--- config.mk ---
export PLATFORM = sky130hd
export DESIGN_NAME = disp_bus_seq
export DESIGN_NICKNAME = d
export VERILOG_FILES = /design/src/rtl/disp_bus_pkg.sv /design/src/rtl/disp_rst_sync.sv /design/src/rtl/disp_cnt.sv /design/src/rtl/disp_wait_sel.sv /design/src/rtl/disp_bus_seq.sv
export SDC_FILE = /design/constraint.sdc
export NUM_CORES = 1
export LEC_CHECK = 0
export BUFFER_PORTS_ARGS = -buffer_cell sky130_fd_sc_hd__buf_2
export CAP_MARGIN = 20
export CORE_MARGIN = 5
export CORE_UTILIZATION = 55
export DETAILED_ROUTE_END_ITERATION = 6
export HOLD_SLACK_MARGIN = 0.05
export PLACE_DENSITY = 0.83
export SLEW_MARGIN = 10
export SYNTH_ARGS = -nofsm -noshare
export SYNTH_HDL_FRONTEND = slang
export SYNTH_HIERARCHICAL = 1
export SYNTH_SLANG_ARGS = --single-unit
--- constraint.sdc ---
create_clock -name clk -period 2.1 [get_ports clk]
set_clock_uncertainty 0.1 [all_clocks]
set_input_delay 0.42 -clock clk [delete_from_list [all_inputs] [get_ports clk]]
set_output_delay 0.42 -clock clk [all_outputs]
set_load 0.02 [all_outputs]
--- src/rtl/disp_bus_pkg.sv ---
package disp_bus_pkg;

  typedef enum logic [1:0] {
    K_CMD   = 2'd0,
    K_WDATA = 2'd1,
    K_RDATA = 2'd2,
    K_STAT  = 2'd3
  } req_kind_e;

  typedef enum logic [2:0] {
    S_IDLE  = 3'd0,
    S_SETUP = 3'd1,
    S_HIGH  = 3'd2,
    S_HOLD  = 3'd3,
    S_GUARD = 3'd4,
    S_WAIT  = 3'd5
  } seq_state_e;

  function automatic logic is_long_cmd(input logic [7:0] b);
    return (b == 8'h01) || (b[7:1] == 7'd1);
  endfunction

endpackage

--- src/rtl/disp_rst_sync.sv ---
module disp_rst_sync (
  input  logic clk,
  input  logic rst_n,
  output logic rst_sync_n
);
  logic stage_q;

  always_ff @(posedge clk or negedge rst_n) begin
    if (!rst_n) begin
      stage_q    <= 1'b0;
      rst_sync_n <= 1'b0;
    end else begin
      stage_q    <= 1'b1;
      rst_sync_n <= stage_q;
    end
  end
endmodule

--- src/rtl/disp_cnt.sv ---
module disp_cnt #(
  parameter int CW = 8
) (
  input  logic          clk,
  input  logic          rst_n,
  input  logic          load,
  input  logic [CW-1:0] load_val,
  output logic          last
);
  logic [CW-1:0] cnt_q;
  logic [CW-1:0] cnt_d;
  logic          cnt_en;

  always_comb begin
    cnt_en = load || (cnt_q != '0);
    cnt_d  = load ? load_val : cnt_q - CW'(1);
  end

  always_ff @(posedge clk or negedge rst_n) begin
    if (!rst_n)      cnt_q <= '0;
    else if (cnt_en) cnt_q <= cnt_d;
  end

  assign last = (cnt_q == '0);
endmodule

--- src/rtl/disp_wait_sel.sv ---
module disp_wait_sel
  import disp_bus_pkg::*;
#(
  parameter int CW        = 8,
  parameter int LONG_CYC  = 100,
  parameter int INSTR_CYC = 10,
  parameter int DATA_CYC  = 11
) (
  input  req_kind_e     kind,
  input  logic [7:0]    cmd_byte,
  output logic [CW-1:0] wait_ld
);
  always_comb begin
    if (kind == K_CMD) begin
      if (is_long_cmd(cmd_byte)) wait_ld = CW'(LONG_CYC - 1);
      else                       wait_ld = CW'(INSTR_CYC - 1);
    end else begin
      wait_ld = CW'(DATA_CYC - 1);
    end
  end
endmodule

--- src/rtl/disp_bus_seq.sv ---
module disp_bus_seq
  import disp_bus_pkg::*;
#(
  parameter int CYC_PER_US = 125,
  parameter int SETUP_CYC  = 2,
  parameter int HIGH_CYC   = 4,
  parameter int HOLD_CYC   = 2,
  parameter int POLL_LIMIT = 16
) (
  input  logic       clk,
  input  logic       rst_n,
  input  logic       poll_en,
  input  logic       req_valid,
  output logic       req_ready,
  input  logic [1:0] req_kind,
  input  logic [7:0] req_byte,
  output logic       rsp_valid,
  output logic [7:0] rsp_byte,
  output logic       timeout_err,
  output logic       lcd_rs,
  output logic       lcd_rw,
  output logic       lcd_e,
  output logic [7:0] lcd_dout,
  output logic       lcd_doe,
  input  logic [7:0] lcd_din
);
  localparam int LONG_CYC  = 1530 * CYC_PER_US;
  localparam int INSTR_CYC = 39 * CYC_PER_US;
  localparam int DATA_CYC  = 43 * CYC_PER_US;
  localparam int GUARD_RAW = (1852 * CYC_PER_US + 999) / 1000;
  localparam int GUARD_CYC = (GUARD_RAW < 1) ? 1 : GUARD_RAW;
  localparam int CW        = $clog2(LONG_CYC + 1);
  localparam int PW        = (POLL_LIMIT > 1) ? $clog2(POLL_LIMIT) : 1;
  localparam logic [CW-1:0] SETUP_LD = CW'(SETUP_CYC - 1);
  localparam logic [CW-1:0] HIGH_LD  = CW'(HIGH_CYC - 1);
  localparam logic [CW-1:0] HOLD_LD  = CW'(HOLD_CYC - 1);
  localparam logic [CW-1:0] GUARD_LD = CW'(GUARD_CYC - 1);
  localparam logic [PW-1:0] PCNT_TOP = PW'(POLL_LIMIT - 1);

  logic rst_i_n;

  disp_rst_sync u_rst (
    .clk        (clk),
    .rst_n      (rst_n),
    .rst_sync_n (rst_i_n)
  );

  seq_state_e    state_q, state_d;
  req_kind_e     kind_q, kind_d;
  logic [7:0]    byte_q, byte_d;
  logic          mode_q, mode_d;
  logic          polling_q, polling_d;
  logic [PW-1:0] pcnt_q, pcnt_d;
  logic          rs_q, rs_d;
  logic          rw_q, rw_d;
  logic          busy_q, busy_d;
  logic [7:0]    rsp_byte_q, rsp_byte_d;
  logic          rsp_valid_q, rsp_valid_d;
  logic          err_q, err_d;

  logic          cnt_ld, cnt_last;
  logic [CW-1:0] cnt_val, wait_ld;
  logic          accept, sample, start_poll, poll_expire, in_xfer;

  disp_cnt #(.CW(CW)) u_cnt (
    .clk      (clk),
    .rst_n    (rst_i_n),
    .load     (cnt_ld),
    .load_val (cnt_val),
    .last     (cnt_last)
  );

  disp_wait_sel #(
    .CW        (CW),
    .LONG_CYC  (LONG_CYC),
    .INSTR_CYC (INSTR_CYC),
    .DATA_CYC  (DATA_CYC)
  ) u_wait (
    .kind     (kind_q),
    .cmd_byte (byte_q),
    .wait_ld  (wait_ld)
  );

  assign accept  = (state_q == S_IDLE) && req_valid;
  assign sample  = (state_q == S_HIGH) && cnt_last;
  assign in_xfer = (state_q == S_SETUP) || (state_q == S_HIGH) || (state_q == S_HOLD);

  // Phase sequencing
  always_comb begin
    state_d     = state_q;
    cnt_ld      = 1'b0;
    cnt_val     = '0;
    start_poll  = 1'b0;
    poll_expire = 1'b0;
    unique case (state_q)
      S_IDLE: begin
        if (req_valid) begin
          state_d = S_SETUP;
          cnt_ld  = 1'b1;
          cnt_val = SETUP_LD;
        end
      end
      S_SETUP: begin
        if (cnt_last) begin
          state_d = S_HIGH;
          cnt_ld  = 1'b1;
          cnt_val = HIGH_LD;
        end
      end
      S_HIGH: begin
        if (cnt_last) begin
          state_d = S_HOLD;
          cnt_ld  = 1'b1;
          cnt_val = HOLD_LD;
        end
      end
      S_HOLD: begin
        if (cnt_last) begin
          if (polling_q) begin
            if (!busy_q) begin
              state_d = S_GUARD;
              cnt_ld  = 1'b1;
              cnt_val = GUARD_LD;
            end else if (pcnt_q == PCNT_TOP) begin
              poll_expire = 1'b1;
              state_d     = S_WAIT;
              cnt_ld      = 1'b1;
              cnt_val     = wait_ld;
            end else begin
              start_poll = 1'b1;
              state_d    = S_SETUP;
              cnt_ld     = 1'b1;
              cnt_val    = SETUP_LD;
            end
          end else if (kind_q == K_STAT) begin
            state_d = S_IDLE;
          end else if (mode_q) begin
            start_poll = 1'b1;
            state_d    = S_SETUP;
            cnt_ld     = 1'b1;
            cnt_val    = SETUP_LD;
          end else begin
            state_d = S_WAIT;
            cnt_ld  = 1'b1;
            cnt_val = wait_ld;
          end
        end
      end
      S_GUARD, S_WAIT: begin
        if (cnt_last) state_d = S_IDLE;
      end
      default: state_d = S_IDLE;
    endcase
  end

  // Request and capture registers, next values
  always_comb begin
    kind_d    = kind_q;
    byte_d    = byte_q;
    mode_d    = mode_q;
    polling_d = polling_q;
    pcnt_d    = pcnt_q;
    rs_d      = rs_q;
    rw_d      = rw_q;
    if (accept) begin
      kind_d    = req_kind_e'(req_kind);
      byte_d    = req_byte;
      mode_d    = poll_en;
      polling_d = 1'b0;
      rs_d      = (req_kind == K_WDATA) || (req_kind == K_RDATA);
      rw_d      = req_kind[1];
    end else if (start_poll) begin
      polling_d = 1'b1;
      rs_d      = 1'b0;
      rw_d      = 1'b1;
      pcnt_d    = polling_q ? pcnt_q + PW'(1) : '0;
    end
    busy_d      = sample ? lcd_din[7] : busy_q;
    rsp_valid_d = sample && !polling_q && rw_q;
    rsp_byte_d  = rsp_valid_d ? lcd_din : rsp_byte_q;
    err_d       = poll_expire;
  end

  always_ff @(posedge clk or negedge rst_i_n) begin
    if (!rst_i_n) begin
      state_q     <= S_IDLE;
      kind_q      <= K_CMD;
      byte_q      <= '0;
      mode_q      <= 1'b0;
      polling_q   <= 1'b0;
      pcnt_q      <= '0;
      rs_q        <= 1'b0;
      rw_q        <= 1'b0;
      busy_q      <= 1'b0;
      rsp_byte_q  <= '0;
      rsp_valid_q <= 1'b0;
      err_q       <= 1'b0;
    end else begin
      state_q     <= state_d;
      if (accept || start_poll) begin
        kind_q    <= kind_d;
        byte_q    <= byte_d;
        mode_q    <= mode_d;
        polling_q <= polling_d;
        pcnt_q    <= pcnt_d;
        rs_q      <= rs_d;
        rw_q      <= rw_d;
      end
      if (sample) busy_q <= busy_d;
      if (rsp_valid_d) rsp_byte_q <= rsp_byte_d;
      rsp_valid_q <= rsp_valid_d;
      err_q       <= err_d;
    end
  end

  assign req_ready   = (state_q == S_IDLE);
  assign lcd_e       = (state_q == S_HIGH);
  assign lcd_rs      = rs_q;
  assign lcd_rw      = rw_q;
  assign lcd_doe     = in_xfer && !rw_q;
  assign lcd_dout    = byte_q;
  assign rsp_valid   = rsp_valid_q;
  assign rsp_byte    = rsp_byte_q;
  assign timeout_err = err_q;

endmodule

==> results.py, run 1 <==
metrics = {
    "synth": {
        "synth_xor_area_frac": 0.0454,
        "synth_top_area_frac": 0.450,
        "syn_area_sq_um": 2890,
        "seq_area_frac_synth": 0.450,
        "synth_commonest_cells": "52 x dfrtp_1, 50 x nand2_1, 32 x nor2_1, 13 x and2_1, 13 x buf_4",
        "synth_top_family_by_area": "simple AND/OR/NAND/NOR gates",
        "synthMuxAreaShare": 0.0571,
        "yosys.area_share.simple": 0.259,
        "synth_area_leaders": "dfrtp_1 45%, nand2_1 6.5%, mux2_2 4.7%",
        "synth_seq_cells": 52,
        "yosysMostFrequentCell": "dfrtp_1",
        "synth-compound-area-share": 0.114,
        "synth_top_area_cell": "dfrtp_1",
        "synth_cells": 304,
        "synth_fa_ha_area_frac": 0.00865,
        "synthesis.nets": 328,
        "synth_edf_count": 0,
        "avgSynthCellArea_sq_um": 9.52,
        "synthFlopType": "dfrtp_1",
        "yosys.cell_types.count": 57,
        "ys_warn_count": 6,
        "async_reset_ff_frac": 1.00,
    },
    "cts": {
        "clock_latency_ns": 0.31,
        "cts_buffers": 5,
        "cts_max_level": 2,
        "cts_tree": "built",
        "root_buffer": "clkbuf_8",
        "clkTransAtPathRegs_ns": 0.10,
        "cts_buffer_depth": 2,
        "clkSinkCount": 52,
    },
    "run_status": {
        "outcome": "finished with violations",
        "violations": "setup timing",
    },
    "power": {
        "comb_power_share": 0.429,
        "p_sw_mw": 1.31,
        "ir_worst_vdd_mv": 0.543,
        "powerDensity_nw_per_um2": 961,
        "seqPwrFrac": 0.385,
        "pwr-share-clk": 0.186,
        "p_sw_frac": 0.353,
        "internal_power_mw": 2.40,
        "p_leak_nw": 1.92,
    },
    "routing": {
        "vias": 2611,
        "antenna_left": 0,
        "drc_errors": 0,
        "via_per_inst": 5.59,
        "wirelength_mm": 7.56,
        "firstDrtPassIters": 4,
        "route.detailed.wl_per_inst_um": 16.2,
        "first_iter_violations": 130,
    },
    "timing": {
        "setup_viol": 37,
        "setup_slack_ns": -0.378,
        "fin_crit_ns": 2.48,
        "relSlewSlack": 0.575,
        "drv_slew": 0,
        "tightest_slew_ns": 0.638,
        "post-route-period-util": 1.18,
        "rsz0062_at_grt": "true",
        "final_hold_viol_count": 0,
        "fmax_mhz": 403,
    },
    "setup_path": {
        "critPathCaptureType": "register",
        "critPathKind": "reg2reg",
        "cp.arrival_ns": 2.60,
        "startpoint_type": "register",
        "critPathMaxFanout": 6,
        "r2r_start": "u_cnt/cnt_q[0]$_DFFE_PN0P_",
        "worstSetupStartpoint": "u_cnt/cnt_q[0]$_DFFE_PN0P_",
        "critPathRequiredTime_ns": 2.23,
    },
    "job": {
        "drv_cap": 0,
    },
    "global_route": {
        "grt_pass1_vias": 2644,
        "grtUsageTotal": 0.230,
        "grt_pass1_wl_mm": 12.1,
        "grt_max_degree": 51,
        "antenna_found_initial": 0,
        "grt_overflow": 0,
    },
    "floorplanning": {
        "die_area_sq_um": 6810,
        "die_w_um": 82.5,
        "initial_core_util": 0.567,
        "io_pins": 45,
        "dieHeight_um": 82.5,
        "rows": 26,
        "design.core.area_sq_um": 5110,
    },
    "placement": {
        "place_inst": 441,
        "finalWeightedCongestion": 0.854,
        "hpwl_mm": 5.00,
        "portBuffers": 44,
        "dp_slack_ns": -0.412,
    },
    "layout": {
        "antenna_cells": 0,
        "fill_cells": 323,
        "nNetsFinal": 420,
        "fin_cells": 467,
        "drive_gt1_frac": 0.426,
        "area_delta_synth_final_pct": 33.5,
    },
    "min_path": {
        "min_path_type": "in2reg",
        "hp-start": "req_byte[5]",
    },
}
==> cell type report <==
cell class	instances	area [sq um]	area share
clock inverters	3	42.5	0.0110
inverters	7	33.8	0.00874
well taps	70	87.6	0.0227
clock buffers	5	68.8	0.0178
repair buffers	110	749	0.194
flip-flops and latches	52	1300	0.337
multi-input cells	220	1580	0.409
==> power groups by stage <==
stage | Sequential (mW) | Combinational, mW | Clock (mW)
2_1_floorplan | 1.46 | 0.733 | 0
3_3_place_gp | 1.40 | 1.30 | 0
3_5_place_dp | 1.42 | 1.34 | 0
4_1_cts | 1.41 | 1.45 | 0.698
5_1_grt | 1.46 | 1.72 | 0.739
6_report | 1.43 | 1.59 | 0.692
==> cell families after synthesis <==
| kind of cell | Yosys count |
|---|---|
| AND/OR/NAND/NOR | 140 |
| multiplexers | 15 |
| flip-flops | 52 |
| other | 2 |
| AO/OA/AOI/OAI | 45 |
| buffers and inverters | 33 |
| adder cells (fa/ha/maj) | 2 |
| XOR/XNOR | 15 |
==> layer usage <==
layer	global-route usage	vias to the layer above	wire length, um
met4	0.0915	0	199
li1	-	1228	-
met1	0.275	1280	3080
met3	0.0521	25	353
met2	0.401	78	3930
met5	0	-	0
==> metrics by stage <==
| step | setup TNS (ns) | total power [mW] | hold slack [ns] | util | instance area, sq um |
|---|---|---|---|---|---|
| final | -9.93 | 3.71 | 0.192 | 0.757 | 3860 |
| after global routing | -15.08 | 3.92 | 0.194 | 0.757 | 3860 |
| after CTS | -8.84 | 3.56 | 0.191 | 0.733 | 3740 |
| after detailed placement | -10.32 | 2.76 | 0.106 | 0.671 | 3430 |
| after global placement | -6.14 | 2.69 | 0.106 | 0.671 | 3430 |
| after floorplan | -15.34 | 2.20 | 0.0244 | - | 2940 |
==> path summary, 6_finish.rpt <==
kind,end,slack (ns),cells after the start
max,u_cnt/cnt_q[13]$_DFFE_PN0P_,-0.38,12
max reg2reg,u_cnt/cnt_q[13]$_DFFE_PN0P_,-0.38,12
min reg2reg,u_rst/rst_sync_n$_DFF_PN0_,0.26,0
min in group asynchronous,pcnt_q[3]$_DFFE_PN0P_,0.27,1
min,lcd_dout[5]$_DFFE_PN0P_,0.19,3
max in group asynchronous,busy_q$_DFFE_PN0P_,1.20,1
==> state kept, by name (all words and copies together) (netlist names) <==
| register | count |
|---|---|
| u_rst/stage_q | 1 |
| kind_q | 2 |
| lcd_dout | 8 |
| busy_q | 1 |
| mode_q | 1 |
| polling_q | 1 |
| rsp_byte | 8 |
| timeout_err | 1 |
| rsp_valid | 1 |
| u_cnt/cnt_q | 18 |
| lcd_rs | 1 |
| state_q | 3 |
| pcnt_q | 4 |
| lcd_rw | 1 |
| u_rst/rst_sync_n | 1 |
==> critical path, stage by stage, from the launching register on <==
cell and delay (ns):
dfrtp_1 0.40, inv_2 0.09, ha_4 0.14, nor4b_4 0.25, nand2_2 0.12, nor3_4 0.25
and4b_1 0.29, o21ai_2 0.09, a21oi_2 0.14, buf_4 0.16, and2_1 0.15, nor2_1 0.07
a211oi_2 0.14
==> cell usage in the layout, fill, tap and decap left out, types with 7 or more instances in the layout <==
| cell | Yosys | final |
|---|---|---|
| and2_1 | 13 | 10 |
| xnor2_1 | 10 | 10 |
| buf_2 | 3 | 45 |
| dfrtp_1 | 52 | 51 |
| buf_6 | 1 | 7 |
| buf_4 | 13 | 56 |
| nor2_1 | 32 | 31 |
| o31ai_1 | 8 | 7 |
| mux2_2 | 12 | 11 |
| nand2_1 | 50 | 48 |
==> repair_timing <==
item,in CTS,in global routing
pin swaps,10,7
gates resized for setup,32,12
hold buffers,1,0
buffers inserted,9,7
endpoints found under the setup margin,35,39
gates cloned,2,0
hold endpoints to repair,2,0
No activity file was read; power rests on OpenSTA's default activity.
==> inputs of run 2 (changes only) <==
Settings changed: SETUP_SLACK_MARGIN set to 0.02.
==> results.py, run 2 (synthesis results as in run 1) <==
metrics = {
    "routing": {
        "antenna_left": 0,
        "vias": 2613,
        "first_iter_violations": 114,
        "wirelength_mm": 7.55,
        "via_per_inst": 5.60,
        "route.detailed.wl_per_inst_um": 16.2,
        "drc_errors": 0,
        "firstDrtPassIters": 4,
    },
    "floorplanning": {
        "design.core.area_sq_um": 5110,
        "die_area_sq_um": 6810,
        "die_w_um": 82.5,
        "io_pins": 45,
        "initial_core_util": 0.567,
        "rows": 26,
        "dieHeight_um": 82.5,
    },
    "placement": {
        "postPlaceCellArea_sq_um": 3430,
        "finalWeightedCongestion": 0.854,
        "hpwl_mm": 5.00,
        "dp_slack_ns": -0.412,
        "portBuffers": 44,
    },
    "power": {
        "powerDensity_nw_per_um2": 961,
        "p_leak_nw": 1.92,
        "ir_worst_vdd_mv": 0.543,
    },
    "setup_path": {
        "path_cells": "inv_2 -> ha_4 -> nor4b_4 -> nand2_2 -> nor3_4 -> and4b_1 -> o21ai_2 -> a21oi_2 -> buf_4 -> and2_1 -> nor2_1 -> a211oi_2",
        "cp-endpoint": "u_cnt/cnt_q[13]$_DFFE_PN0P_",
        "critPathCaptureType": "register",
        "critPathRequiredTime_ns": 2.23,
        "worstSetupStartpoint": "u_cnt/cnt_q[0]$_DFFE_PN0P_",
        "startpoint_type": "register",
        "r2r_start": "u_cnt/cnt_q[0]$_DFFE_PN0P_",
        "crit_slowest_cell": "dfrtp_1",
        "reg2reg_to": "u_cnt/cnt_q[13]$_DFFE_PN0P_",
        "cp.arrival_ns": 2.60,
        "reg2reg_slack_ns": -0.38,
        "r2r_cells": 12,
        "critPathKind": "reg2reg",
        "critPathMaxStageDelay_ns": 0.40,
        "critPathMaxFanout": 6,
    },
    "cts": {
        "root_buffer": "clkbuf_8",
        "cts_tree": "built",
        "cts_buffer_depth": 2,
        "clkTransAtPathRegs_ns": 0.10,
        "cts_max_level": 2,
        "cts_buffers": 5,
        "clkSinkCount": 52,
        "clock_latency_ns": 0.31,
    },
    "layout": {
        "seq_area_sq_um": 1300,
        "fill_cells": 323,
        "nNetsFinal": 420,
        "mostFrequentLayoutCells": "56 x buf_4, 51 x dfrtp_1, 48 x nand2_1, 45 x buf_2, 31 x nor2_1",
        "antenna_cells": 0,
        "largest_reg_flops": 18,
        "multi_input_area_sq_um": 1580,
        "final_common_cell": "buf_4",
        "final_area_sq_um": 3860,
        "top_register": "u_cnt/cnt_q",
        "area_delta_synth_final_pct": 33.5,
        "drive_gt1_frac": 0.426,
    },
    "global_route": {
        "grtUsageTotal": 0.230,
        "grt_max_degree": 51,
        "grt_pass1_vias": 2644,
        "grt_overflow": 0,
        "antenna_found_initial": 0,
        "grt_pass1_wl_mm": 12.1,
    },
    "timing": {
        "fmax_mhz": 404,
        "rsz0062_at_grt": "true",
        "tightest_slew_ns": 0.637,
        "setup_slack_ns": -0.376,
        "post-route-period-util": 1.18,
        "fin_crit_ns": 2.48,
        "relSlewSlack": 0.575,
        "drv_slew": 0,
        "setup_viol": 37,
        "final_hold_viol_count": 0,
    },
    "job": {
        "drv_cap": 0,
    },
    "run_status": {
        "violations": "setup timing",
        "outcome": "finished with violations",
    },
    "min_path": {
        "min_path_type": "in2reg",
    },
}
==> run 2: metrics by stage <==
step / instances / hold slack, ns / utilization / total power [mW] / setup TNS [ns]
after CTS: 460 / 0.191 / 0.733 / 3.56 / -8.84
after detailed placement: 441 / 0.106 / 0.671 / 2.76 / -10.32
final: 467 / 0.192 / 0.757 / 3.71 / -9.85
after global placement: 441 / 0.106 / 0.671 / 2.69 / -6.14
after global routing: 467 / 0.194 / 0.757 / 3.92 / -15.08
after floorplan: 304 / 0.0244 / - / 2.20 / -15.34
==> run 2: worst min path at each step <==
stage | from | end | slack (ns) | depth (start not counted)
5_1_grt | req_byte[2] | lcd_dout[2]$_DFFE_PN0P_ | 0.19 | 3
3_5_place_dp | rst_n | u_rst/stage_q$_DFF_PN0_ | 0.11 | 1
3_3_place_gp | rst_n | u_rst/stage_q$_DFF_PN0_ | 0.11 | 1
2_1_floorplan | rst_n | u_rst/rst_sync_n$_DFF_PN0_ | 0.02 | 0
4_1_cts | req_byte[5] | lcd_dout[5]$_DFFE_PN0P_ | 0.19 | 3
6_report | req_byte[5] | lcd_dout[5]$_DFFE_PN0P_ | 0.19 | 3
==> run 2: final cells by class <==
cell class	instances	area share
clock buffer	5	0.0178
clock inverter	3	0.0110
inverter	7	0.00874
multi-input combinational	220	0.409
sequential	52	0.337
tap	70	0.0227
timing repair buffer	110	0.194
==> run 2: critical path: cells and delay by family (launching register included) <==
| kind | cells | cell delay [ns] |
|---|---|---|
| buffers and inverters | 2 | 0.25 |
| AO/OA/AOI/OAI | 3 | 0.37 |
| flip-flops | 1 | 0.40 |
| adder cells (fa/ha/maj) | 1 | 0.14 |
| AND/OR/NAND/NOR | 6 | 1.13 |
==> run 2: layer usage <==
| metal | up-vias | wire length (um) | track usage |
|---|---|---|---|
| li1 | 1228 | - | - |
| met1 | 1280 | 3070 | 0.275 |
| met2 | 80 | 3920 | 0.401 |
| met3 | 25 | 364 | 0.0521 |
| met4 | 0 | 199 | 0.0915 |
| met5 | - | 0 | 0 |
==> run 2: what timing repair did <==
item / CTS / global route
hold buffers: 1 / 0
setup endpoints to repair: 35 / 40
setup buffers: 9 / 7
endpoints found under the hold margin: 2 / 0
cloned: 2 / 0
gates resized for setup: 32 / 12
pin swaps: 10 / 7
==> run 2: power breakdown <==
group,total [mW],switching [mW],leakage [nW],internal (mW)
registers,1.43,0.216,0.649,1.21
clock network,0.692,0.339,0.0541,0.353
logic,1.59,0.755,1.22,0.837
==> inputs of run 3 (changes only) <==
Settings changed: SKIP_LAST_GASP set to 1.
==> results.py, run 3 (synthesis results as in run 1) <==
metrics = {
    "floorplanning": {
        "initial_core_util": 0.567,
        "dieHeight_um": 82.5,
        "die_w_um": 82.5,
        "design.core.area_sq_um": 5110,
        "die_area_sq_um": 6810,
        "rows": 26,
        "io_pins": 45,
    },
    "placement": {
        "hpwl_mm": 5.00,
        "finalWeightedCongestion": 0.854,
        "place_inst": 441,
        "portBuffers": 44,
    },
    "power": {
        "p_total_mw": 3.70,
        "powerDensity_nw_per_um2": 953,
        "internal_power_mw": 2.39,
        "pwr-share-clk": 0.187,
        "p_sw_mw": 1.31,
        "p_sw_frac": 0.355,
        "comb_power_share": 0.426,
        "ir_worst_vdd_mv": 0.572,
        "seqPwrFrac": 0.386,
        "p_leak_nw": 1.91,
    },
    "routing": {
        "drc_errors": 0,
        "met2WireLength_mm": 3.86,
        "first_iter_violations": 109,
        "met3WireLength_um": 398,
        "met1_length_mm": 3.00,
        "firstDrtPassIters": 5,
        "wirelength_mm": 7.44,
        "route.detailed.wl_per_inst_um": 16.0,
        "highest_layer": "met4",
        "antenna_left": 0,
        "vias": 2592,
        "via_per_inst": 5.56,
    },
    "setup_path": {
        "critPathBufInv": 2,
        "r2r_cells": 12,
        "path_cells": "inv_2 -> ha_4 -> nor4b_4 -> nand2_2 -> nor3_4 -> and4b_1 -> o21ai_2 -> a21oi_2 -> buf_4 -> and2_1 -> nor2_1 -> a211oi_2",
        "cp.arrival_ns": 2.61,
        "reg2reg_to": "u_cnt/cnt_q[13]$_DFFE_PN0P_",
        "critPathMaxStageDelay_ns": 0.40,
        "r2r_start": "u_cnt/cnt_q[0]$_DFFE_PN0P_",
        "critPathKind": "reg2reg",
        "reg2reg_slack_ns": -0.39,
        "startpoint_type": "register",
        "crit_slowest_cell": "dfrtp_1",
        "critPathRequiredTime_ns": 2.21,
        "critPathCaptureType": "register",
        "path_delay_family": "simple AND/OR/NAND/NOR gates",
        "critPathMaxFanout": 6,
    },
    "timing": {
        "setup_slack_ns": -0.394,
        "final_hold_viol_count": 0,
        "post-route-period-util": 1.19,
        "fmax_mhz": 401,
        "drv_slew": 0,
        "tightest_slew_ns": 0.635,
        "relSlewSlack": 0.577,
        "rsz0062_at_grt": "true",
        "fin_crit_ns": 2.49,
        "setup_viol": 36,
        "setup_tns_ns": -9.91,
    },
    "global_route": {
        "antenna_found_initial": 0,
        "grtUsageTotal": 0.230,
        "grt_pass1_vias": 2630,
        "grt_overflow": 0,
        "grt_max_degree": 51,
        "grt_pass1_wl_mm": 12.1,
    },
    "cts": {
        "clock_latency_ns": 0.31,
        "cts_buffer_depth": 2,
        "clkTransAtPathRegs_ns": 0.10,
        "cts_buffers": 5,
        "cts_max_level": 2,
        "clkSinkCount": 52,
        "cts_tree": "built",
        "root_buffer": "clkbuf_8",
    },
    "run_status": {
        "violations": "setup timing",
        "outcome": "finished with violations",
    },
    "min_path": {
        "hold_depth": 3,
        "holdPathEnd": "lcd_dout[5]$_DFFE_PN0P_",
        "hp-start": "req_byte[5]",
        "min_path_type": "in2reg",
    },
    "layout": {
        "antenna_cells": 0,
        "nNetsFinal": 419,
        "final_common_cell": "buf_4",
        "mostFrequentLayoutCells": "53 x buf_4, 51 x dfrtp_1, 48 x nand2_1, 45 x buf_2, 29 x nor2_1",
        "largest_reg_flops": 18,
        "fin_cells": 466,
        "area_delta_synth_final_pct": 34.3,
        "drive_gt1_frac": 0.434,
        "top_register": "u_cnt/cnt_q",
        "final_core_util": 0.761,
    },
    "job": {
        "drv_cap": 0,
    },
}
run 3: per-stage QoR:
step	worst slack [ns]	cell area (sq um)	hold slack, ns
2_1_floorplan	-0.623	2940	0.0244
3_3_place_gp	-0.289	3430	0.106
3_5_place_dp	-0.412	3430	0.106
4_1_cts	-0.343	3740	0.191
5_1_grt	-0.509	3890	0.195
6_report	-0.394	3890	0.195
run 3: layout make-up:
type,instances,area (sq um)
Inverter,7,33.8
Sequential cell,52,1300
Clock inverter,3,42.5
Tap cell,70,87.6
Clock buffer,5,68.8
Fill cell,314,1220
Timing Repair Buffer,109,746
Multi-Input combinational cell,220,1610
run 3: worst max path at each step:
stage	from	end	slack (ns)	cells past startpoint
global route	u_cnt/cnt_q[0]$_DFFE_PN0P_	u_cnt/cnt_q[13]$_DFFE_PN0P_	-0.51	12
finish	u_cnt/cnt_q[0]$_DFFE_PN0P_	u_cnt/cnt_q[13]$_DFFE_PN0P_	-0.39	12
CTS	u_cnt/cnt_q[11]$_DFFE_PN0P_	u_cnt/cnt_q[15]$_DFFE_PN0P_	-0.34	11
global placement	u_cnt/cnt_q[0]$_DFFE_PN0P_	u_cnt/cnt_q[1]$_DFFE_PN0P_	-0.29	10
detailed placement	u_cnt/cnt_q[1]$_DFFE_PN0P_	u_cnt/cnt_q[1]$_DFFE_PN0P_	-0.41	10
floorplan	u_cnt/cnt_q[8]$_DFFE_PN0P_	u_cnt/cnt_q[15]$_DFFE_PN0P_	-0.62	10
run 3: power by group through the flow:
stage	logic [mW]	registers, mW	clock network, mW
floorplan	0.733	1.46	0
global placement	1.30	1.40	0
detailed placement	1.34	1.42	0
CTS	1.44	1.41	0.698
global route	1.71	1.46	0.747
finish	1.58	1.43	0.694
run 3: per-layer routing:
layer	global-route usage	vias up
met2	0.398	92
met4	0.0931	0
met3	0.0531	24
li1	-	1226
met1	0.274	1250
met5	0	-
run 3: what timing repair did:
| item | CTS | global route |
|---|---|---|
| cloned | 2 | 0 |
| hold buffers | 1 | 0 |
| pin swaps | 10 | 7 |
| endpoints found under the setup margin | 35 | 40 |
| resized for setup | 31 | 20 |
| buffers inserted | 9 | 7 |
| hold endpoints to repair | 2 | 0 |
run 3: worst min-delay path: stages:
cell	delay [ns]
buf_2	0.07
nand2_1	0.04
nand2_1	0.04
